File: src/rtl/pcmp_pkg.sv
package pcmp_pkg;

  // Lowest operand bit index of a given chunk
  function automatic int span_lsb(input int chunk, input int chunk_w);
    return chunk * chunk_w;
  endfunction

  // Number of cut bits needed for a given chunk count
  function automatic int cut_count(input int chunks);
    return (chunks > 1) ? chunks - 1 : 1;
  endfunction

endpackage

File: src/rtl/pcmp_chunk_eq.sv
module pcmp_chunk_eq #(
  parameter int CHUNK_W    = 8,
  parameter int NUM_CHUNKS = 8
) (
  input  logic [CHUNK_W*NUM_CHUNKS-1:0] a_i,
  input  logic [CHUNK_W*NUM_CHUNKS-1:0] b_i,
  output logic [NUM_CHUNKS-1:0]         eq_o
);

  for (genvar g = 0; g < NUM_CHUNKS; g++) begin : g_chunk
    localparam int LSB = pcmp_pkg::span_lsb(g, CHUNK_W);
    assign eq_o[g] = (a_i[LSB +: CHUNK_W] == b_i[LSB +: CHUNK_W]);
  end

endmodule

File: src/rtl/pcmp_run_scan.sv
module pcmp_run_scan #(
  parameter int NUM_CHUNKS = 8,
  localparam int CUT_W = pcmp_pkg::cut_count(NUM_CHUNKS)
) (
  input  logic [NUM_CHUNKS-1:0] chunk_eq_i,
  input  logic [CUT_W-1:0]      cut_i,
  output logic [NUM_CHUNKS-1:0] run_o
);

  // run_o[k] holds the AND of chunk equalities from the lane start up to chunk k
  always_comb begin
    logic acc;
    acc = 1'b1;
    for (int k = 0; k < NUM_CHUNKS; k++) begin
      if (k > 0 && cut_i[k-1]) acc = 1'b1;   // a new lane restarts the run
      acc = acc & chunk_eq_i[k];
      run_o[k] = acc;
    end
  end

endmodule

File: src/rtl/pcmp_lane_spread.sv
module pcmp_lane_spread #(
  parameter int NUM_CHUNKS = 8,
  localparam int CUT_W = pcmp_pkg::cut_count(NUM_CHUNKS)
) (
  input  logic [NUM_CHUNKS-1:0] run_i,
  input  logic [NUM_CHUNKS-1:0] chunk_eq_i,
  input  logic [CUT_W-1:0]      cut_i,
  output logic [NUM_CHUNKS-1:0] res_o
);

  // The lane's top chunk holds the complete AND; copy it down to the lane start
  always_comb begin
    logic acc;
    logic [NUM_CHUNKS-1:0] r;
    acc = run_i[NUM_CHUNKS-1];
    r[NUM_CHUNKS-1] = acc;
    for (int k = NUM_CHUNKS - 2; k >= 0; k--) begin
      if (cut_i[k]) acc = run_i[k];
      r[k] = acc;
    end
    res_o = r;

    for (int k = 0; k < NUM_CHUNKS - 1; k++) begin
      if (!cut_i[k])
        AST_LANE_UNIFORM: assert (r[k] == r[k+1]);
    end
    for (int k = 0; k < NUM_CHUNKS; k++) begin
      if (!chunk_eq_i[k])
        AST_MISMATCH_CLEARS: assert (!r[k]);
    end
    if (&cut_i)
      AST_FULL_SPLIT: assert (r == chunk_eq_i);
    if (cut_i == '0)
      AST_SINGLE_LANE: assert (r == {NUM_CHUNKS{&chunk_eq_i}});
  end

endmodule

File: src/rtl/pcmp_eq_top.sv
module pcmp_eq_top #(
  parameter int CHUNK_W    = 8,
  parameter int NUM_CHUNKS = 8
) (
  input  logic [CHUNK_W*NUM_CHUNKS-1:0]               op_a,
  input  logic [CHUNK_W*NUM_CHUNKS-1:0]               op_b,
  input  logic [pcmp_pkg::cut_count(NUM_CHUNKS)-1:0]  lane_cut,
  output logic [NUM_CHUNKS-1:0]                       chunk_match
);

  logic [NUM_CHUNKS-1:0] chunk_eq;
  logic [NUM_CHUNKS-1:0] run_and;

  pcmp_chunk_eq #(.CHUNK_W(CHUNK_W), .NUM_CHUNKS(NUM_CHUNKS)) u_chunk_eq (
    .a_i  (op_a),
    .b_i  (op_b),
    .eq_o (chunk_eq)
  );

  pcmp_run_scan #(.NUM_CHUNKS(NUM_CHUNKS)) u_run_scan (
    .chunk_eq_i (chunk_eq),
    .cut_i      (lane_cut),
    .run_o      (run_and)
  );

  // purely combinational result per lane
  pcmp_lane_spread #(.NUM_CHUNKS(NUM_CHUNKS)) u_lane_spread (
    .run_i      (run_and),
    .chunk_eq_i (chunk_eq),
    .cut_i      (lane_cut),
    .res_o      (chunk_match)
  );

endmodule

File: config.mk
export PLATFORM = sky130hd
export DESIGN_NAME = pcmp_eq_top
export DESIGN_NICKNAME = d
export VERILOG_FILES = /design/src/rtl/pcmp_pkg.sv /design/src/rtl/pcmp_chunk_eq.sv /design/src/rtl/pcmp_run_scan.sv /design/src/rtl/pcmp_lane_spread.sv /design/src/rtl/pcmp_eq_top.sv
export SDC_FILE = /design/constraint.sdc
export NUM_CORES = 1
export LEC_CHECK = 0
export ABC_CLOCK_PERIOD_IN_PS = 4100
export CAP_MARGIN = 40
export CORE_UTILIZATION = 25
export DETAILED_ROUTE_END_ITERATION = 7
export GPL_TIMING_DRIVEN = 0
export PLACE_DENSITY = 0.95
export SLEW_MARGIN = 10
export SYNTH_ARGS = -nofsm -noshare
export SYNTH_HDL_FRONTEND = slang
export SYNTH_SLANG_ARGS = --single-unit
File: constraint.sdc
create_clock -name vclk -period 4.1
set_clock_uncertainty 0.05 [all_clocks]
set_input_delay 0.615 -clock vclk [all_inputs]
set_output_delay 0.615 -clock vclk [all_outputs]
set_load 0.01 [all_outputs]
* Word level (Yosys, flattened, before mapping) *
Cells that the tools add are included.

word-level totals
  output and inout bits = 8
  register bits = 0

cells by class
  eq/ne operators = 8
  muxes and demuxes = 14
  bitwise gates (word level) = 7

operators by type and width
  operator             count
  equality test 8 bit  8
  2-to-1 mux 1 bit     14
  AND 1 bit            7

* Depth between registers and ports, before layout *
  word-level depth = 22
  gate-level depth with buffers = 6
  gate-level depth less buffers = 6

* Modules after synthesis *
From an unflattened synthesis, not the netlist that was laid out.

second synthesis, totals
  cells, all modules = 125
  area, all modules = 938.4 um2

modules (own cells, without submodules)
  module            cells an instance  seq. area each (um2)  area an instance (um2)  instances
  pcmp_chunk_eq     88                 0.0                   690.7                   1
  pcmp_lane_spread  20                 0.0                   142.6                   1
  pcmp_run_scan     17                 0.0                   105.1                   1

* Least setup slack after synthesis *
Ideal clock, no wire load.

  kind = input -> output
  from = in op_b[32]
  to = out chunk_match[0]
  stages = 6
  path buffers = 0
  arrival = 1.750 ns
  slack = 1.685 ns
  cells stage by stage = xnor2_1 -> nand4_1 -> nor4_4 -> a221o_1 -> a21oi_1 -> a21oi_1

between the ends
  cells in the longest elaborated chain, start to end = 15

RTL lines
  element                             line                    RTL
  start: declaration                  pcmp_eq_top.sv:6        input logic [CHUNK_W*NUM_CHUNKS-1:0] op_b,
  equality test 8 bit (*)             pcmp_chunk_eq.sv:12     assign eq_o[g] = (a_i[LSB +: CHUNK_W] == b_i[LSB +: CHUNK_W]);
  AND 1 bit (*)                       pcmp_run_scan.sv:16     acc = acc & chunk_eq_i[k];
  2-to-1 mux 1 bit                    pcmp_run_scan.sv:15     if (k > 0 && cut_i[k-1]) acc = 1'b1;
  AND 1 bit                           pcmp_run_scan.sv:16
  2-to-1 mux 1 bit                    pcmp_run_scan.sv:15
  AND 1 bit                           pcmp_run_scan.sv:16
  2-to-1 mux 1 bit                    pcmp_run_scan.sv:15
  AND 1 bit                           pcmp_run_scan.sv:16
  2-to-1 mux 1 bit (2 in series)      pcmp_lane_spread.sv:18  if (cut_i[k]) acc = run_i[k];
  2-to-1 mux 1 bit (*) (5 in series)  pcmp_lane_spread.sv:18
  end: declaration                    pcmp_eq_top.sv:8        output logic [NUM_CHUNKS-1:0] chunk_match

Mark *: on every way between the ends. The rest lies on a longest branch, timed or not.

* Worst setup path in the final report *
  from = in op_b[38]
  to = out chunk_match[1]

between the ends
  cells in the longest elaborated chain, start to end = 14

RTL lines
  element                             line
  equality test 8 bit (*)             pcmp_chunk_eq.sv:12
  AND 1 bit (*)                       pcmp_run_scan.sv:16
  2-to-1 mux 1 bit                    pcmp_run_scan.sv:15
  AND 1 bit                           pcmp_run_scan.sv:16
  2-to-1 mux 1 bit                    pcmp_run_scan.sv:15
  AND 1 bit                           pcmp_run_scan.sv:16
  2-to-1 mux 1 bit                    pcmp_run_scan.sv:15
  AND 1 bit                           pcmp_run_scan.sv:16
  2-to-1 mux 1 bit (2 in series)      pcmp_lane_spread.sv:18
  2-to-1 mux 1 bit (*) (4 in series)  pcmp_lane_spread.sv:18

Marks and branches as above.

==> impl_metrics.env <==
export IMPL_globalRouteOverflowTotal=0
export IMPL_outcome="completed"
export IMPL_rows=21
export IMPL_peakVddDrop_mv=0.0524
export IMPL_crit_slowest_cell="clkdlybuf4s50_1"
export IMPL_io_buffers=143
export IMPL_finalCritPeriodShare_pct=84.0
export IMPL_initial_core_util_pct=26.2
export IMPL_cp_start_kind="input pin"
export IMPL_drive_gt1_share_pct=1.15
export IMPL_finalSetupViolCount=0
export IMPL_num_vias=1370
export IMPL_relSlewSlack_pct=72.2
export IMPL_wl_per_cell_um=11.3
export IMPL_dp_hpwl_mm=3.40
export IMPL_grt_pass1_wl_mm=4.82
export IMPL_place_congestion=0.747
export IMPL_critPathCaptureType="output port"
export IMPL_dr_pass1_iters=4
export IMPL_p_leak_nw=0.779
export IMPL_layout_nets=397
export IMPL_clock_fmax_mhz=290
export IMPL_path_buf_inv=2
export IMPL_antennaDiodeCount=0
export IMPL_num_clock_buffers=0
export IMPL_yosys_warnings=0
export IMPL_ys_seq_area_share_pct=0
export IMPL_cp_num_cells=8
export IMPL_min_path_cells=4
export IMPL_hold_violations=0
export IMPL_layout_commonest_cell="clkdlybuf4s50_1"
export IMPL_cts_hold_fix_buffers=0
export IMPL_seq_area_um2=0
export IMPL_antenna_left=0
export IMPL_fillers=274
export IMPL_tightest_slew_ps=414
export IMPL_worst_slack_ps=655
export IMPL_slew_violations=0
export IMPL_routed_wl_mm=3.46
export IMPL_place_area_um2=2370
export IMPL_grt_usage_pct=16.6
export IMPL_grt_pass1_vias=1283
export IMPL_final_cell_mix="143 x clkdlybuf4s50_1, 64 x xnor2_1, 16 x nand4_1"
export IMPL_critPathMaxStageDelay_ps=550
export IMPL_synthCells=117
export IMPL_grt_max_degree=6
export IMPL_power_density_nw_per_um2=89.9
export IMPL_post_place_ws_ps=622
export IMPL_final_cell_area_um2=2370
export IMPL_die_area_um2=3770
export IMPL_period_needed_ps=3450
export IMPL_postCtsSetupBuffers=0
export IMPL_drc_errors=0
export IMPL_crit_family="buffers and inverters"
export IMPL_cts_resized=0
export IMPL_cp_arrival_ps=2780
export IMPL_tns_ps=0
export IMPL_antenna_found_initial=0
export IMPL_critPathMaxFanout=4
export IMPL_criticalPathCategory="input pin to output port"
export IMPL_syn_area_um2=882
export IMPL_instances_no_fill=306
export IMPL_finalHoldWorstSlack_ps=2240
export IMPL_pin_count=143
export IMPL_hold_class="input pin to output port"
export IMPL_path_cells="clkdlybuf4s50_1 > xnor2_1 > nand4_1 > nor4_4 > a221o_1 > a21oi_1 > a21oi_1 > clkdlybuf4s50_1"
export IMPL_cp_required_ps=3430
export IMPL_placed_cells=306
export IMPL_avgViaCountPerCell=4.48
export IMPL_drv_cap=0
export IMPL_fp_dieW_um=61.4
export IMPL_synth_nets=252
export IMPL_initialDrtViolationCount=17
export IMPL_numSequentialCells=0
export IMPL_die_h_um=61.4
export IMPL_syn_to_final_growth_pct=169
export IMPL_grt_setup_unrepaired="false"
export IMPL_ys_types=16
export IMPL_floorplan_core_area_um2=3360
export IMPL_avgSynthCellArea_um2=7.54
-- metrics by stage --
| stage | util (%) | total power [mW] |
|---|---|---|
| 2_1_floorplan | - | 0.0655 |
| 3_3_place_gp | 70.5 | 0.210 |
| 3_5_place_dp | 70.5 | 0.215 |
| 4_1_cts | 70.5 | 0.215 |
| 5_1_grt | 70.5 | 0.231 |
| 6_report | 70.5 | 0.213 |
-- Yosys cell counts --
cell | count | area (um2)
a211oi_1 | 1 | 7.51
nor4_4 | 1 | 21.3
a22o_1 | 1 | 8.76
o21ai_0 | 5 | 25.0
nand4_1 | 16 | 100
xnor2_1 | 64 | 561
a21oi_1 | 7 | 35.0
o221a_2 | 1 | 11.3
o221ai_1 | 2 | 17.5
a221o_1 | 1 | 10.0
or2_2 | 1 | 6.26
o21a_1 | 1 | 7.51
nor2_1 | 10 | 37.5
nor2b_1 | 2 | 12.5
o311a_1 | 1 | 10.0
inv_1 | 3 | 11.3
-- power by group --
part           switching (mW)  internal, mW
Clock                       0             0
Sequential                  0             0
Combinational          0.0552         0.158
-- path summary, 6_finish.rpt --
| path | startpoint | end | slack, ps |
|---|---|---|---|
| max | op_b[38] | chunk_match[1] | 650 |
| min | lane_cut[3] | chunk_match[3] | 2240 |
-- layer usage --
metal  vias to the layer above  GRT usage (%)  wire, um
li1                        700              -         -
met1                       586           14.7      1050
met2                        80           38.0      1980
met3                         4           2.31       403
met4                         0           2.86        27
met5                         -              0         0
-- cells by family after synthesis --
| family | Yosys count | share of synthesized area [%] |
|---|---|---|
| and+or+nand+nor | 30 | 20.1 |
| xor gates and xnor gates | 64 | 63.5 |
| buffers and inverters | 3 | 1.28 |
| AOI/OAI and AO/OA | 20 | 15.0 |
-- cell type report --
cell class         instances  area (um2)  area share, %
multi-input cells        114         871           36.7
well taps                 46        57.6           2.43
repair buffers           143        1430           60.4
inverters                  3        11.3          0.475
(Power assumes the default switching activity.)
